## config.mk

```make
export PLATFORM = sky130hd
export DESIGN_NAME = ppm_trim_prescaler
export DESIGN_NICKNAME = d
export VERILOG_FILES = /design/src/rtl/ppm_trim_pkg.sv /design/src/rtl/trim_decode.sv /design/src/rtl/frac_accum.sv /design/src/rtl/sec_counter.sv /design/src/rtl/ppm_trim_prescaler.sv
export SDC_FILE = /design/constraint.sdc
export NUM_CORES = 1
export LEC_CHECK = 0
export ABC_AREA = 1
export ABC_CLOCK_PERIOD_IN_PS = 5600
export CAP_MARGIN = 20
export CORE_AREA = 8 8 80 82
export CTS_BUF_LIST = sky130_fd_sc_hd__clkbuf_4 sky130_fd_sc_hd__clkbuf_8
export DETAILED_ROUTE_END_ITERATION = 6
export DIE_AREA = 0 0 88 90
export PLACE_DENSITY = 0.62
export SETUP_SLACK_MARGIN = 0.5
export SKIP_LAST_GASP = 1
export SLEW_MARGIN = 20
export SYNTH_ARGS = -nofsm -noshare
export SYNTH_HDL_FRONTEND = slang
export SYNTH_SLANG_ARGS = --single-unit
```

## constraint.sdc

```tcl
create_clock -name clk -period 5.6 [get_ports clk]
set_input_delay 1.12 -clock clk [delete_from_list [all_inputs] [get_ports clk]]
set_output_delay 1.12 -clock clk [all_outputs]
set_load 0.05 [all_outputs]
```

## src/rtl/ppm_trim_pkg.sv

```systemverilog
package ppm_trim_pkg;

    // Decoded trim: sign plus magnitude in units of one trim step
    typedef struct packed {
        logic       neg;
        logic [1:0] units;
    } trim_t;

    // Length class of one second
    typedef enum logic [1:0] {
        LEN_NOM   = 2'd0,
        LEN_SHORT = 2'd1,
        LEN_LONG  = 2'd2
    } len_sel_e;

    // Bit 1 weighs one step, bit 0 weighs two steps
    function automatic trim_t decode_trim(input logic [2:0] code);
        trim_t t;
        t.neg   = code[2];
        t.units = {code[0], code[1]};
        return t;
    endfunction

    // Choose the length of the coming second from the accumulator carry
    function automatic len_sel_e pick_len(input logic carry, input logic neg);
        if (!carry) begin
            return LEN_NOM;
        end
        return neg ? LEN_LONG : LEN_SHORT;
    endfunction

endpackage

```

## src/rtl/trim_decode.sv

```systemverilog
module trim_decode
    import ppm_trim_pkg::*;
(
    input  logic [2:0] code_i,
    output trim_t      trim_o
);

    always_comb begin
        trim_o = decode_trim(code_i);
    end

endmodule

```

## src/rtl/frac_accum.sv

```systemverilog
module frac_accum #(
    parameter int CPS      = 32768,
    parameter int DEN      = 1000000,
    parameter int UNIT_PPM = 10
) (
    input  logic       clk,
    input  logic       rst,
    input  logic       boundary_i,
    input  logic [1:0] units_i,
    output logic       carry_o
);

    localparam int STEP_MAX = 3 * UNIT_PPM * CPS;
    localparam int ACC_W    = $clog2(DEN + STEP_MAX + 1);
    localparam logic [ACC_W-1:0] UNIT_STEP = ACC_W'(UNIT_PPM * CPS);
    localparam logic [ACC_W-1:0] DEN_V     = ACC_W'(DEN);

    logic [ACC_W-1:0] acc_q;
    logic [ACC_W-1:0] step;
    logic [ACC_W-1:0] sum;

    always_comb begin
        step    = ACC_W'(units_i) * UNIT_STEP;
        sum     = acc_q + step;
        carry_o = (sum >= DEN_V);
    end

    always_ff @(posedge clk) begin
        if (rst) begin
            acc_q <= '0;
        end else if (boundary_i) begin
            acc_q <= carry_o ? (sum - DEN_V) : sum;
        end
    end


    acc_below_den_chk: assert property (@(posedge clk) disable iff (rst)
        acc_q < DEN_V);


    acc_hold_chk: assert property (@(posedge clk) disable iff (rst)
        !boundary_i |=> $stable(acc_q));


    zero_trim_hold_chk: assert property (@(posedge clk) disable iff (rst)
        (boundary_i && units_i == 2'd0) |=> $stable(acc_q));

endmodule

```

## src/rtl/sec_counter.sv

```systemverilog
module sec_counter
    import ppm_trim_pkg::*;
#(
    parameter int CPS = 32768
) (
    input  logic     clk,
    input  logic     rst,
    input  len_sel_e next_sel_i,
    output logic     wrap_o,
    output logic     adjusted_o
);

    localparam int CNT_W = $clog2(CPS + 1);

    logic [CNT_W-1:0] cnt_q;
    logic [CNT_W-1:0] last;
    len_sel_e         sel_q;

    always_comb begin
        case (sel_q)
            LEN_SHORT: last = CNT_W'(CPS - 2);
            LEN_LONG:  last = CNT_W'(CPS);
            default:   last = CNT_W'(CPS - 1);
        endcase
        wrap_o     = (cnt_q == last);
        adjusted_o = (sel_q != LEN_NOM);
    end

    always_ff @(posedge clk) begin
        if (rst) begin
            cnt_q <= '0;
            sel_q <= LEN_NOM;
        end else if (wrap_o) begin
            cnt_q <= '0;
            sel_q <= next_sel_i;
        end else begin
            cnt_q <= cnt_q + CNT_W'(1);
        end
    end


    cnt_range_chk: assert property (@(posedge clk) disable iff (rst)
        cnt_q <= CNT_W'(CPS));


    wrap_load_chk: assert property (@(posedge clk) disable iff (rst)
        wrap_o |=> (cnt_q == '0) && (sel_q == $past(next_sel_i)));


    count_step_chk: assert property (@(posedge clk) disable iff (rst)
        !wrap_o |=> (cnt_q == $past(cnt_q) + CNT_W'(1)) && $stable(sel_q));

endmodule

```

## src/rtl/ppm_trim_prescaler.sv

```systemverilog
module ppm_trim_prescaler
    import ppm_trim_pkg::*;
#(
    parameter int CPS      = 32768,
    parameter int DEN      = 1000000,
    parameter int UNIT_PPM = 10
) (
    input  logic       clk,
    input  logic       rst,
    input  logic [2:0] trim_i,
    output logic       tick_o,
    output logic       corr_o
);

    localparam int RUN_W = $clog2(CPS + 2) + 1;

    trim_t    trim;
    logic     carry;
    logic     wrap;
    logic     adjusted;
    len_sel_e next_sel;

    trim_decode u_decode (
        .code_i (trim_i),
        .trim_o (trim)
    );

    frac_accum #(
        .CPS      (CPS),
        .DEN      (DEN),
        .UNIT_PPM (UNIT_PPM)
    ) u_accum (
        .clk        (clk),
        .rst        (rst),
        .boundary_i (wrap),
        .units_i    (trim.units),
        .carry_o    (carry)
    );

    always_comb begin
        next_sel = pick_len(carry, trim.neg);
    end

    sec_counter #(
        .CPS (CPS)
    ) u_count (
        .clk        (clk),
        .rst        (rst),
        .next_sel_i (next_sel),
        .wrap_o     (wrap),
        .adjusted_o (adjusted)
    );

    assign tick_o = wrap;
    assign corr_o = wrap & adjusted;

    // Length of the running second, kept only for the checks below
    logic [RUN_W-1:0] run_q;

    always_ff @(posedge clk) begin
        if (rst || tick_o) begin
            run_q <= RUN_W'(1);
        end else begin
            run_q <= run_q + RUN_W'(1);
        end
    end


    plain_len_chk: assert property (@(posedge clk) disable iff (rst)
        (tick_o && !corr_o) |-> (run_q == RUN_W'(CPS)));


    corr_len_chk: assert property (@(posedge clk) disable iff (rst)
        (tick_o && corr_o) |-> (run_q == RUN_W'(CPS - 1) || run_q == RUN_W'(CPS + 1)));


    reset_quiet_chk: assert property (@(posedge clk)
        rst |=> !corr_o);

endmodule

```

== Word level (Yosys, flattened, before mapping) ==
Index checks and enable logic that the tools add are counted.
Storage, ports and cells
  register bits after elaboration: 39
  input bits: 5
  output and inout port bits: 2
  word-level logic and storage cells: 18
Cells by class
  $add $sub $neg: 3
  multipliers: 1
  order comparisons: 1
  equal/unequal tests: 3
  muxes and demuxes: 4
  bitwise gates (word level): 1
  reductions and logical operators: 2
Operators by type and width (number)
  case mux 16 bit (2 select lines): 1
  adder 21 bit: 1
  greater-or-equal comparator 21 x 20 -> 1 bit, second input constant: 1
  2-to-1 mux 21 bit: 1
  subtractor 21 x 20 -> 21 bit, second input constant: 1
  adder 16 x 1 -> 16 bit, second input constant: 1
  == test 16 bit: 1
  multiplier 2 x 3 -> 5 bit, second input constant: 1
  2-to-1 mux 2 bit: 2
  == test 2 x 1 -> 1 bit, second input constant: 1
  == test 2 bit, second input constant: 1
  nonzero test 2 bit: 1
  OR reduction 2 bit: 1
  AND 1 bit: 1

== Longest topological paths before layout ==
  depth after elaboration: 4
  gate-level depth with buffers: 15

== Cells and area by module ==
Synthesis repeated with hierarchy kept, for this count alone.
Second synthesis, totals
  cells, all modules: 337
  area, all modules: 2306.0 um^2
Modules (own cells, without submodules)
  frac_accum: times used 1, cells an instance 185, area each 1291.2 um^2, sequential area each 300.3 um^2
  sec_counter: times used 1, cells an instance 143, area each 967.2 um^2, sequential area each 360.3 um^2
  ppm_trim_prescaler: times used 1, cells an instance 6, area each 25.0 um^2, sequential area each 0.0 um^2
  trim_decode: times used 1, cells an instance 3, area each 22.5 um^2, sequential area each 0.0 um^2

== Least setup slack after synthesis ==
Ideal clock, no wire load.
  path type: register to output
  start point: reg u_count.sel_q[0]
  end point: out corr_o
  arrival time: 1.793 ns
  required time: 4.480 ns
  slack: 2.687 ns
  stages on the path, launching flop included: 8
  path through: dfxtp_1 inv_1 ha_1 buf_4 nand3_1 o21ai_0 nand3_1 nor2_1
Between the ends
  longest elaborated chain between the ends: 4
  elaborated cells on any way between the ends: 6
  classes of those cells: 3 x eq/ne; 1 x mux; 1 x bitwise; 1 x reduce/logical
Ends and longest elaborated chain
  start: declaration: line sec_counter.sv:17  | len_sel_e sel_q;
  start signal: assignment: line sec_counter.sv:35  | sel_q <= next_sel_i;
  == test 2 bit or == test 2 x 1 -> 1 bit (tied branches): line sec_counter.sv:20  | case (sel_q)
  case mux 16 bit (2 select lines): line sec_counter.sv:20
  == test 16 bit: line sec_counter.sv:25  | wrap_o = (cnt_q == last);
  AND 1 bit (*): line ppm_trim_prescaler.sv:55  | assign corr_o = wrap & adjusted;
  end: declaration: line ppm_trim_prescaler.sv:12  | output logic corr_o
Mark *: on every way between the ends. The rest lies on a longest branch, timed or not.

== Final worst setup path ==
Ends and elaborated chain as after synthesis.

==> impl_metrics.csv <==
group,metric,value,unit
outcome,outcome,"complete, no violations",
finish,drive_above_1_share,9.39,%
pwr,combPwrFrac,5.1,%
pwr,power_density,185,nW/um2
pwr,ir_drop,0.144,mV
logic_synthesis,postSynthCellCount,324,
logic_synthesis,synth_compound_area_share,8.03,%
logic_synthesis,synth_xor_area_share,9.04,%
global_routing,grt-ovfl-total,0,
pwr,total_power,444,uW
placed_design,gp_congestion,0.796,
logic_synthesis,muxShareOfSynthArea,0,%
pwr,p_leak,0.981,nW
sta,slew_headroom,42.7,%
detailed_routing,via_count,1957,
detailed_routing,first_pass_iters,4,
placed_design,io_buffers,6,
global_routing,grt_pass1_vias,1907,
logic_synthesis,ys_seq_elements,33,
sta,slew_viol_final,0,
pwr,p_sw_share,25.4,%
sta,max_freq,0.244,GHz
finish,syn2layout_area_growth,7.80,%
sta,fin_skew,0.00375,ns
detailed_routing,route.detailed.drc,0,
setup_path,crit_path_start_kind,"register",
logic_synthesis,synth_top_family_by_area,"simple AND/OR/NAND/NOR gates",
cts,htreeDepth,2,
logic_synthesis,syn_area,2230,um2
pwr,seq_power_share,53.9,%
sta,finalSetupViolCount,0,
finish,fin_area,2400,um2
logic_synthesis,synth_edf_count,0,
placed_design,hpwl,3300,um
floorplan,floorplan.initialDensity,42.6,%
logic_synthesis,syn-num-nets,339,
logic_synthesis,ys.flop_type,"dfxtp_1",
cts,tritoncts,"built",
job,drv_cap,0,
worst_hold_path,worstHoldPathType,"register to register",
finish,antenna_cells,0,
cts,cts_inserted_buffers,5,
detailed_routing,wl_per_cell,11.2,um
global_routing,antenna_found_initial,0,
floorplan,dieArea,7920,um2
finish,finalNetCount,344,
finish,final_util,45.9,%
sta,tns,0,ns
floorplan,die_y,90,um
setup_path,crit_type,"register to output port",
detailed_routing,antenna_left,0,
global_routing,grt_max_degree,21,
floorplan,core,5240,um2
cts,numClockSinks,33,
placed_design,placed_area,2320,um2
logic_synthesis,synthSimpleGateAreaFrac,37.8,%
cts,insertion_delay,0.29,ns
cts,clk_pin_slew,0.08,ns
setup_path,arrival,2.98,ns
logic_synthesis,synth_cell_type_count,37,
setup_path,crit_required,4.48,ns
logic_synthesis,syn_avg_cell_area,6.88,um2
cts,cts_root_buffer,"clkbuf_8",
logic_synthesis,synth-adder-area-share,5.95,%
floorplan,io_pins,7,
detailed_routing,avgViaCountPerCell,4.87,
sta,worst_slew_pin_slew,0.859,ns
cts,ctsLongestPathBuffers,2,
sta,hold_viol_final,0,
detailed_routing,dr.first_iter.drc_count,57,
sta,period_share,73.3,%
global_routing,track_usage,12.4,%
setup_path,cp_max_fo,20,
global_routing,grt_pass1_wl,8180,um
sta,period_minus_slack,4.10,ns
pwr,clockPowerShare,41.0,%
floorplan,die_x,88,um
detailed_routing,routed_wirelength,4510,um
pwr,switchingPower,113,uW
logic_synthesis,yosysWarnings,0,
cts,cts_hold_buf,0,
logic_synthesis,synthArstFlopShare,0,%
sta,rsz0062_at_grt,"false",
cts,cts_setup_buffers,0,
pwr,p_int,331,uW
setup_path,cp-end-kind,"output port",
cts,cts_resized,0,
floorplan,rows,27,
logic_synthesis,yosysSeqAreaShare,29.6,%
[state kept, by name (all words and copies together), names as in the netlist]
signal / count
u_count.cnt_q: 16
u_accum.acc_q: 15
u_count.sel_q: 2
[power groups by stage]
stage                     logic [mW]  clock network (mW)  registers, mW
final                         0.0225               0.182          0.240
after floorplan               0.0159                   0          0.244
after CTS                     0.0229               0.192          0.240
after detailed placement      0.0226                   0          0.245
after global routing          0.0253               0.201          0.240
after global placement        0.0223                   0          0.245
[layer usage]
layer | vias to the layer above | GRT usage (%) | routed length [um]
li1 | 1057 | - | -
met1 | 882 | 15.1 | 2240
met2 | 14 | 20.4 | 2090
met3 | 4 | 3.00 | 117
met4 | 0 | 4.02 | 51
met5 | - | 0 | 0
[final timing paths]
| check | start | end | slack [ns] | cells past startpoint |
|---|---|---|---|---|
| min | u_accum.acc_q[19] | u_accum.acc_q[19] | 0.46 | 2 |
| max | u_count.sel_q[0] | corr_o | 1.50 | 7 |
| max reg2reg | u_count.sel_q[0] | u_count.sel_q[1] | 2.96 | 11 |
| min reg2reg | u_accum.acc_q[19] | u_accum.acc_q[19] | 0.46 | 2 |
[cells in the final DEF (no fill, tap or decap), drive strengths merged, types with 5 or more instances in the layout]
master,count
nand2,84
inv,39
nor2,35
dfxtp,33
nand3,24
a21oi,20
nand4,14
xor2,14
o21ai,10
xnor2,9
ha,9
nor3,9
clkdlybuf4s50,6
clkbuf,5
[cells by family after synthesis]
family,count (synthesis)
flip-flops,33
adder cells (fa/ha/maj),10
AO/OA/AOI/OAI,34
AND/OR/NAND/NOR,177
XOR/XNOR,23
buffers and inverters,47
[cell usage after synthesis, drive strengths merged (6+ instances only)]
library cell / n / area (um2)
buf: 6 / 53.8
xor2: 14 / 123
dfxtp: 33 / 661
a21oi: 20 / 100
ha: 9 / 113
nand2: 84 / 340
xnor2: 9 / 78.8
nand3: 24 / 125
inv: 39 / 149
nor3: 9 / 60.1
nand4: 14 / 87.6
o21ai: 10 / 50.1
nor2: 35 / 154
[final cells by class]
| type | instances | area (um2) |
|---|---|---|
| repair buffers | 6 | 60.1 |
| clock inverters | 3 | 17.5 |
| clock buffers | 5 | 68.8 |
| multi-input cells | 244 | 1360 |
| fillers | 557 | 2830 |
| flip-flops and latches | 33 | 661 |
| well taps | 72 | 90.1 |
| inverters | 39 | 149 |
[through the flow]
stage | instances | setup WS, ns | hold WS, ns
floorplan | 324 | 2.69 | 0.430
global placement | 394 | 1.85 | 0.445
detailed placement | 394 | 1.79 | 0.454
CTS | 402 | 1.45 | 0.467
global route | 402 | 1.26 | 0.478
finish | 402 | 1.50 | 0.463
[critical path, cell delays in order (launching register included)]
cell and delay (ns):
dfxtp_1 0.32, inv_1 0.07, ha_1 0.72, nand3_1 0.14, o21ai_0 0.24, nand3_1 0.20, nor2_1 0.18, clkdlybuf4s50_1 0.83
(Power assumes the default switching activity.)
